### config.mk
export PLATFORM = sky130hd
export DESIGN_NAME = tag_prog_seq
export DESIGN_NICKNAME = d
export VERILOG_FILES = /design/src/rtl/tps_pkg.sv /design/src/rtl/tps_phase_timer.sv /design/src/rtl/tps_rb_compare.sv /design/src/rtl/tag_prog_seq.sv
export SDC_FILE = /design/constraint.sdc
export NUM_CORES = 1
export LEC_CHECK = 0
export ABC_AREA = 0
export CAP_MARGIN = 20
export CORE_AREA = 2 2 104 76
export CTS_CLUSTER_DIAMETER = 120
export DETAILED_ROUTE_END_ITERATION = 7
export DIE_AREA = 0 0 106 78
export MAX_ROUTING_LAYER = met4
export PLACE_DENSITY = 0.92
export SYNTH_ARGS = -nofsm -noshare
export SYNTH_HDL_FRONTEND = slang
export SYNTH_SLANG_ARGS = --single-unit
### constraint.sdc
create_clock -name clk -period 3.4 [get_ports clk]
set_input_delay 1.02 -clock clk [delete_from_list [all_inputs] [get_ports clk]]
set_output_delay 1.02 -clock clk [all_outputs]
set_load 0.005 [all_outputs]
### src/rtl/tps_pkg.sv
// Shared types and status codes for the tag program/verify sequencer.
package tps_pkg;
    typedef enum logic [2:0] {
        ST_IDLE,
        ST_PWR,
        ST_GAP,
        ST_BLANK,
        ST_PROG,
        ST_VERIFY,
        ST_DONE
    } seq_state_t;

    localparam logic [7:0] CODE_OK     = 8'h76;
    localparam logic [7:0] CODE_NOPROG = 8'h6E;
    localparam logic [7:0] CODE_CAL    = 8'h63;
endpackage

### src/rtl/tps_phase_timer.sv
// Counts carrier ticks while run is high and pulses expired on the tick
// that completes limit ticks; the count restarts after expiry.
// Assumes limit >= 1 and that limit only changes together with expiry.
module tps_phase_timer #(
    parameter int CNT_W = 5
) (
    input  logic             clk,
    input  logic             rst_n,
    input  logic             run,
    input  logic             tick,
    input  logic [CNT_W-1:0] limit,
    output logic             expired
);
    logic [CNT_W-1:0] cnt;

    assign expired = run && tick && ((cnt + 1'b1) == limit);

    // Tick counter, cleared when idle or on expiry.
    always_ff @(posedge clk) begin
        if (!rst_n || !run || expired) cnt <= '0;
        else if (tick)                 cnt <= cnt + 1'b1;
    end
endmodule

### src/rtl/tps_rb_compare.sv
// Collects one readback stream of NBITS bits and compares it on the fly,
// either against all ones (blank check) or against ref_vec where care_vec is set.
// Assumes en stays high for the whole stream and drops between streams.
module tps_rb_compare #(
    parameter int NBITS = 128
) (
    input  logic             clk,
    input  logic             rst_n,
    input  logic             en,
    input  logic             blank_chk,
    input  logic             rb_valid,
    input  logic             rb_bit,
    input  logic [NBITS-1:0] ref_vec,
    input  logic [NBITS-1:0] care_vec,
    output logic             done,
    output logic             match
);
    localparam int IDX_W = $clog2(NBITS);

    logic [IDX_W-1:0] idx;
    logic             mism;
    logic             exp_bit;
    logic             cared;
    logic             bad;

    // Expected value and mismatch of the bit arriving now.
    always_comb begin
        exp_bit = blank_chk ? 1'b1 : ref_vec[idx];
        cared   = blank_chk | care_vec[idx];
        bad     = en && rb_valid && cared && (rb_bit != exp_bit);
    end

    assign done  = en && rb_valid && (idx == IDX_W'(NBITS - 1));
    assign match = !(mism || bad);

    // Bit index and sticky mismatch flag for the current stream.
    always_ff @(posedge clk) begin
        if (!rst_n || !en) begin
            idx  <= '0;
            mism <= 1'b0;
        end else if (rb_valid) begin
            idx  <= idx + 1'b1;
            mism <= mism | bad;
        end
    end
endmodule

### src/rtl/tag_prog_seq.sv
// Session controller for a contactless tag programmer: wake burst, gap,
// blank check, program/verify passes under a fixed or adaptive policy, status.
// Assumes target is stable during a session and the modulator answers every
// mod_start with one mod_done.
module tag_prog_seq
    import tps_pkg::*;
#(
    parameter int NBITS        = 128,
    parameter int PWR_CYCLES   = 16,
    parameter int GAP_CYCLES   = 10,
    parameter int FIXED_PASSES = 10,
    parameter int MAX_PASSES   = 16,
    parameter int MASK_LO      = 32,
    parameter int MASK_HI      = 63
) (
    input  logic             clk,
    input  logic             rst_n,
    input  logic             carrier_tick,
    input  logic             start,
    input  logic             adaptive,
    input  logic             len96,
    input  logic [NBITS-1:0] target,
    input  logic             rb_valid,
    input  logic             rb_bit,
    input  logic             rb_nomod,
    input  logic             mod_done,
    output logic             carrier_en,
    output logic             carrier_prog,
    output logic             mod_start,
    output logic             status_valid,
    output logic [7:0]       status_code
);
    localparam int PH_MAX  = (PWR_CYCLES > GAP_CYCLES) ? PWR_CYCLES : GAP_CYCLES;
    localparam int PH_W    = $clog2(PH_MAX + 1);
    localparam int PASS_MX = (FIXED_PASSES > MAX_PASSES + 1) ? FIXED_PASSES : MAX_PASSES + 1;
    localparam int PASS_W  = $clog2(PASS_MX + 1);

    seq_state_t        state, state_n;
    logic [7:0]        code_q, code_n;
    logic              margin_q, margin_set;
    logic [PASS_W-1:0] pass_cnt;
    logic              adapt_q, len96_q;
    logic              mod_start_q;
    logic              t_run, t_exp;
    logic [PH_W-1:0]   t_limit;
    logic              rd_en, rd_done, rd_match;
    logic [NBITS-1:0]  care;

    // Comparison mask: one entry per bit, band dropped in 96-bit mode.
    for (genvar gi = 0; gi < NBITS; gi++) begin : g_care
        if (gi >= MASK_LO && gi <= MASK_HI) begin : g_band
            assign care[gi] = !len96_q;
        end else begin : g_keep
            assign care[gi] = 1'b1;
        end
    end

    assign t_run   = (state == ST_PWR) || (state == ST_GAP);
    assign t_limit = (state == ST_PWR) ? PH_W'(PWR_CYCLES) : PH_W'(GAP_CYCLES);
    assign rd_en   = (state == ST_BLANK) || (state == ST_VERIFY);

    tps_phase_timer #(.CNT_W(PH_W)) u_timer (
        .clk     (clk),
        .rst_n   (rst_n),
        .run     (t_run),
        .tick    (carrier_tick),
        .limit   (t_limit),
        .expired (t_exp)
    );

    tps_rb_compare #(.NBITS(NBITS)) u_cmp (
        .clk       (clk),
        .rst_n     (rst_n),
        .en        (rd_en),
        .blank_chk (state == ST_BLANK),
        .rb_valid  (rb_valid),
        .rb_bit    (rb_bit),
        .ref_vec   (target),
        .care_vec  (care),
        .done      (rd_done),
        .match     (rd_match)
    );

    // Next-state, result code and margin decision.
    always_comb begin
        state_n    = state;
        code_n     = code_q;
        margin_set = 1'b0;
        unique case (state)
            ST_IDLE, ST_DONE: if (start) state_n = ST_PWR;
            ST_PWR:           if (t_exp) state_n = ST_GAP;
            ST_GAP:           if (t_exp) state_n = ST_BLANK;
            ST_BLANK: begin
                if (rb_nomod) begin
                    state_n = ST_DONE;
                    code_n  = CODE_CAL;
                end else if (rd_done) begin
                    if (rd_match) state_n = ST_PROG;
                    else begin
                        state_n = ST_DONE;
                        code_n  = CODE_NOPROG;
                    end
                end
            end
            ST_PROG: begin
                if (mod_done) begin
                    if (adapt_q && margin_q) begin
                        state_n = ST_DONE;
                        code_n  = CODE_OK;
                    end else state_n = ST_VERIFY;
                end
            end
            ST_VERIFY: begin
                if (rb_nomod) begin
                    state_n = ST_DONE;
                    code_n  = CODE_CAL;
                end else if (rd_done) begin
                    if (adapt_q) begin
                        if (rd_match) begin
                            state_n    = ST_PROG;
                            margin_set = 1'b1;
                        end else if (pass_cnt >= PASS_W'(MAX_PASSES)) begin
                            state_n = ST_DONE;
                            code_n  = CODE_NOPROG;
                        end else state_n = ST_PROG;
                    end else if (pass_cnt >= PASS_W'(FIXED_PASSES)) begin
                        state_n = ST_DONE;
                        code_n  = rd_match ? CODE_OK : CODE_NOPROG;
                    end else state_n = ST_PROG;
                end
            end
            default: state_n = ST_IDLE;
        endcase
    end

    // Session registers: state, code, pass count, latched policy.
    always_ff @(posedge clk) begin
        if (!rst_n) begin
            state       <= ST_IDLE;
            code_q      <= '0;
            margin_q    <= 1'b0;
            pass_cnt    <= '0;
            adapt_q     <= 1'b0;
            len96_q     <= 1'b0;
            mod_start_q <= 1'b0;
        end else begin
            state       <= state_n;
            code_q      <= code_n;
            mod_start_q <= (state_n == ST_PROG) && (state != ST_PROG);
            if ((state == ST_IDLE || state == ST_DONE) && start) begin
                pass_cnt <= '0;
                margin_q <= 1'b0;
                adapt_q  <= adaptive;
                len96_q  <= len96;
            end else begin
                if (margin_set) margin_q <= 1'b1;
                if ((state_n == ST_PROG) && (state != ST_PROG)) pass_cnt <= pass_cnt + 1'b1;
            end
        end
    end

    assign carrier_en   = (state == ST_PWR) || (state == ST_BLANK) ||
                          (state == ST_PROG) || (state == ST_VERIFY);
    assign carrier_prog = (state == ST_PROG);
    assign mod_start    = mod_start_q;
    assign status_valid = (state == ST_DONE);
    assign status_code  = code_q;
endmodule

== Word level (Yosys, flattened, before mapping) ==
Index checks and enable logic that the tools add are counted.
Cells by class
  add/sub/neg operators: 3
  $mul: 0
  divide/modulo/power cells: 0
  magnitude comparators: 3
  equality and inequality tests: 19
  shift operators: 0
  muxes and demuxes: 39
  bitwise logic cells: 3
  reductions and logical operators: 28
Operators by type and width (number)
  two-way mux 8 bit: 11
  two-way mux 3 bit: 9
  one-hot mux 8 bit (3 select lines): 1
  one-hot mux 3 bit (6 select lines): 1
  binary-select mux 1 bit (select 7 bit): 2
  equality test 3 bit (second input constant): 4
  != test 3 bit (second input constant): 4
  adder 5 x 1 -> 5 bit (second input constant): 2
  logical OR 1 bit: 10
  two-way mux 2 bit: 5
  two-way mux 5 bit: 2
  logical AND 1 bit: 9
  AND reduction 9 bit: 1
  less-than comparator 7 x 8 -> 1 bit (second input constant): 1
  two-way mux 1 bit: 8
  != test 4 bit (second input constant): 2
  adder 7 x 1 -> 7 bit (second input constant): 1
  equality test 7 bit (second input constant): 1
  equality test 3 x 2 -> 1 bit (second input constant): 2
  equality test 5 bit: 1
  >= comparator 5 x 4 -> 1 bit (second input constant): 1
  >= comparator 5 bit (second input constant): 1
  zero test 1 bit: 4
  != test 4 x 3 -> 1 bit (second input constant): 1
  other kinds (9): 11
Storage, ports and cells
  register bits after elaboration: 33
  bits in latches: 0
  memory bits (writable): 0
  bits in read-only memories: 0
  input bits: 138
  output and inout port bits: 12
  logic and storage cells: 105
  memories kept: 0

== Depth between registers and ports, before layout ==
  depth after elaboration: 14
  mapped depth: 11
  depth with buffers taken out: 9

== By module ==
From an unflattened synthesis, not the netlist that was laid out.
Unflattened totals
  cells, all modules: 397
  area total of the unflattened synthesis: 3905.0 µm²
Modules (own cells, without submodules)
  tps_rb_compare: times used 1, cells each 235, area an instance 2491.1 µm², sequential area each 160.2 µm²
  tag_prog_seq: times used 1, cells each 128, area an instance 1096.1 µm², sequential area each 340.3 µm²
  tps_phase_timer: times used 1, cells each 34, area an instance 317.8 µm², sequential area each 100.1 µm²

== Least setup slack after synthesis ==
Ideal clock, no wire load.
  path type: input to register
  start point: input carrier_tick
  end point: register pass_cnt[0]
  library setup time: 72 ps
  data arrival time: 2914 ps
  data required time: 3328 ps
  setup slack: 414 ps
  stages: 7
  buffers on the path: 1
  path through: clkbuf_1 > nand3_1 > or4_1 > a21o_1 > a311oi_1 > a21boi_2 > mux2i_1
On the way
  cells in the longest elaborated chain, start to end: 6
  elaborated cells on any way between the ends: 7
  classes of those cells: 1 x eq/ne; 3 x mux; 3 x reduce/logical
Ends and longest elaborated chain
  from (decl): line tag_prog_seq.sv:18  | input logic carrier_tick,
  logical AND 1 bit (*) (2 in a row): line tps_phase_timer.sv:16  | assign expired = run && tick && ((cnt + 1'b1) == limit);
  two-way mux 3 bit (on tied branches): line tag_prog_seq.sv:92, tag_prog_seq.sv:91
  one-hot mux 3 bit (6 select lines) (*): line tag_prog_seq.sv:89  | unique case (state)
  equality test 3 bit (*): line tag_prog_seq.sv:157  | if ((state_n == ST_PROG) && (state != ST_PROG)) pass_cnt <= pass_cnt + 1'b1;
  logical AND 1 bit (*): line tag_prog_seq.sv:157
  to (signal assigned): line tag_prog_seq.sv:157
  to (decl): line tag_prog_seq.sv:41  | logic [PASS_W-1:0] pass_cnt;
Every way passes the cells marked *; elsewhere a longest branch is shown, timed or not.
A chain may end at the register's enable or synchronous reset.

== Final worst setup path ==
  start point: input target[56]
  end point: register code_q[2] (netlist: status_code[2])
On the way
  cells in the longest elaborated chain, start to end: 8
  elaborated cells on any way between the ends: 9
  classes of those cells: 3 x eq/ne; 3 x mux; 3 x reduce/logical
Ends and longest elaborated chain
  from (decl): line tag_prog_seq.sv:22  | input logic [NBITS-1:0] target,
  binary-select mux 1 bit (select 7 bit) (*): line tps_rb_compare.sv:28  | exp_bit = blank_chk ? 1'b1 : ref_vec[idx];
  two-way mux 1 bit (implied by the code) (*): line tps_rb_compare.sv:28
  two-way mux 1 bit (*): line tps_rb_compare.sv:28
  != test 1 bit (*): line tps_rb_compare.sv:30  | bad = en && rb_valid && cared && (rb_bit != exp_bit);
  logical AND 1 bit (*): line tps_rb_compare.sv:30
  logical OR 1 bit (*): line tps_rb_compare.sv:34  | assign match = !(mism || bad);
  != test 4 x 3 -> 1 bit (no source line) / != test 3 bit (equally long branches)
  AND reduction 9 bit (no source line) (*)
  to (signal assigned): line tag_prog_seq.sv:148  | code_q <= code_n;
  to (decl): line tag_prog_seq.sv:39  | logic [7:0] code_q, code_n;
Every way passes the cells marked *; elsewhere a longest branch is shown, timed or not. The select of a mux whose other input is x is not followed.

==> results.py <==
metrics = {
    "place": {
        "post-place-cells": 537,
        "placed_area_um2": 4480,
        "hpwl_um": 8170,
        "gp_congestion": 0.899,
        "io_buffers": 148,
    },
    "worst_setup_path": {
        "worstPathRequired_ns": 3.59,
        "reg2reg_to": "status_code[2]",
        "cpMaxStageDelayCell": "mux4_2",
        "path_class": "input port to register",
        "cpLargestDelayFamily": "simple AND/OR/NAND/NOR gates",
        "endpoint_kind": "register",
        "path_depth": 9,
        "path_cells": "clkdlybuf4s50_1, mux4_2, nor3_1, o21ai_0, and3_2, o31ai_2, nor3b_2, a21oi_2, o211a_1",
        "start_kind": "input port",
        "cp.buffers_inverters": 1,
        "crit_start": "target[56]",
        "r2r_setup_slack_ns": 0.48,
        "critPathArrivalTime_ns": 3.50,
        "rr_startpoint": "u_cmp.idx[1]",
        "max_stage_delay_ns": 0.47,
        "worstPathMaxFanout": 5,
        "cp-endpoint": "status_code[2]",
        "ff2ff_path_depth": 9,
    },
    "grt": {
        "grt_pass1_vias": 3250,
        "met2_usage_pct": 40.6,
        "grt_pass1_wl_um": 16000,
        "grt_overflow": 0,
        "grt_max_degree": 28,
        "busiest_layer": "met2",
        "use_met3_pct": 7.06,
        "use_met1_pct": 31.8,
        "antenna_found_initial": 0,
        "grt_usage_pct": 25.5,
    },
    "sta": {
        "final.period_utilization_pct": 97.3,
        "tightest_slew_ns": 0.570,
        "max_freq_mhz": 302,
        "rsz0062_at_grt": "false",
        "period_needed_ns": 3.31,
        "setup_viol": 0,
        "finalHoldViolations": 0,
        "relSlewSlack_pct": 61.9,
        "finalMaxSlewViolations": 0,
        "skew_ns": 0.0115,
        "fin_setup_tns_ns": 0,
    },
    "layout": {
        "n_fill_cell": 554,
        "areaGrowthSynthToFinish_pct": 57.0,
        "layout_commonest_cell": "clkdlybuf4s50_1",
        "n_antenna_cell": 0,
        "final_area_um2": 4590,
        "final_layout_size_suffix_gt1_share_pct": 14.5,
        "final_cells": 546,
        "nets": 588,
        "layout_common_cells": "clkdlybuf4s50_1 (148), nor2_1 (31), nand2_1 (29), dfxtp_1 (29), mux4_2 (22)",
    },
    "floorplanning": {
        "placeableCoreArea_um2": 7190,
        "ios": 150,
        "dieArea_um2": 8270,
        "die_w_um": 106,
        "die_h_um": 78,
        "start_util_pct": 40.7,
        "fp-row-count": 26,
    },
    "clocking": {
        "clk_pin_slew_ns": 0.07,
        "cts_tree": "done",
        "cts_buffers": 5,
        "cts_hold_buf": 0,
        "clk_latency_ns": 0.29,
        "clkSinkCount": 30,
        "cts.path.max_buffers": 2,
        "h-tree-depth": 2,
        "clockRootBuffer": "clkbuf_8",
    },
    "power": {
        "peakVddDrop_uv": 140,
        "cellPowerDensity_nw_per_um2": 220,
        "leakagePower_nw": 1.63,
    },
    "synth": {
        "syn_inst": 300,
        "synth_edf_count": 0,
        "synth_seq_cells": 30,
        "synth_fp_nets": 441,
        "ys_warn_count": 0,
        "synth_cell_types": 62,
        "synth_flop_cell": "dfxtp_1",
        "synthArstFlopShare_pct": 0,
        "yosysSeqAreaShare_pct": 20.5,
        "avgSynthCellArea_um2": 9.75,
        "syn-cell-area_um2": 2930,
    },
    "drt": {
        "dr.pass1.iters": 4,
        "drt_iter0_drc": 195,
        "vias": 3096,
        "wl_um": 9990,
        "antenna_left": 0,
        "via_per_inst": 5.67,
        "routedWlPerCell_um": 18.3,
        "drc": 0,
    },
    "outcome": {
        "status": "finished clean",
    },
    "hold_path": {
        "hold_class": "register to register",
        "holdPathStages": 2,
    },
    "flow_run": {
        "cap_violations": 0,
    },
}
[cell type report]
cell class              instances  area [µm²]  area share (%)
multi-input cells             242        2140            46.6
repair buffers                162        1610            35.1
flip-flops and latches         30         602            13.1
clock inverters                 2        12.5           0.272
well taps                      98         123            2.67
clock buffers                   6        82.6            1.80
inverters                       6        22.5           0.490
[worst min-delay path, stage by stage (launching register included)]
cell,delay [ns]
dfxtp_1,0.32
nand2_1,0.05
o22ai_1,0.07
[logic make-up after synthesis]
kind of cell               count (synthesis)  share of synthesized area [%]
AOI/OAI and AO/OA                         53                           13.5
xor gates and xnor gates                  14                           4.19
adders and majority gates                  3                           1.28
buffers and inverters                     28                           6.54
DFF                                       30                           20.5
muxes                                     56                           33.8
other                                      1                          0.128
and+or+nand+nor                          115                           20.0
[metal layers]
metal	share of wire, %	up-vias	wire length, µm
met2	49	141	4850
li1	-	1445	-
met5	0	-	0
met4	2.9	0	286
met1	41	1481	4130
met3	7.2	29	722
[worst min-delay path by stage]
stage / startpoint / to / slack (ns)
floorplan: pass_cnt[4] / pass_cnt[4] / 0.45
detailed placement: status_code[0] / status_code[0] / 0.47
global route: pass_cnt[4] / pass_cnt[4] / 0.54
global placement: pass_cnt[4] / pass_cnt[4] / 0.47
CTS: status_code[0] / status_code[0] / 0.48
finish: status_code[0] / status_code[0] / 0.49
[flip-flops by register name (all words and copies together) (netlist names)]
register	count
u_timer.cnt	5
margin_q	1
state	3
u_cmp.mism	1
u_cmp.idx	7
status_code	5
pass_cnt	5
len96_q	1
adapt_q	1
mod_start	1
[cells in the mapped netlist, drive strengths merged (2+ instances only)]
cell type  count  area share, %
o31ai          2           0.68
nand2         29            3.7
clkbuf         6           0.77
mux2           3            1.2
a31oi          2           0.43
a311oi         4            1.2
a21o           2           0.51
mux2i         22            7.7
nor2          31            4.0
o22ai          5            1.5
buf           16            5.0
dfxtp         30             21
and3           3           0.64
nand4          8            1.7
a21boi         3           0.90
a21oi          9            1.7
and3b          2           0.60
inv            6           0.77
ha             3            1.3
a31o           2           0.60
and2           3           0.64
nand2b         8            1.7
nand3          7            1.2
xor2           6            1.8
o311ai         2           0.60
mux4          31             25
o21a           4            1.0
nor3           7            1.4
nor4           3           0.86
xnor2          8            2.4
o21ai          9            1.5
nor3b          4            1.2
nor2b          5            1.1
[report_power, final]
group	switching [mW]	internal, mW
logic	0.108	0.222
clock network	0.143	0.162
registers	0.0126	0.360
total	0.264	0.745
[metrics by stage]
step	worst slack, ns	power, mW	utilization (%)	hold WS (ns)
floorplan	0.414	0.505	-	0.451
global route	0.0196	1.06	63.9	0.537
detailed placement	-0.167	0.704	62.4	0.466
finish	0.0911	1.01	63.9	0.486
global placement	-0.0770	0.697	62.4	0.470
CTS	0.112	1.01	63.7	0.483
[repair_timing]
item | in CTS | in global routing
setup endpoints to repair | 0 | 4
gates resized for setup | 0 | 2
buffers inserted | 0 | 1
(Power assumes the default switching activity.)
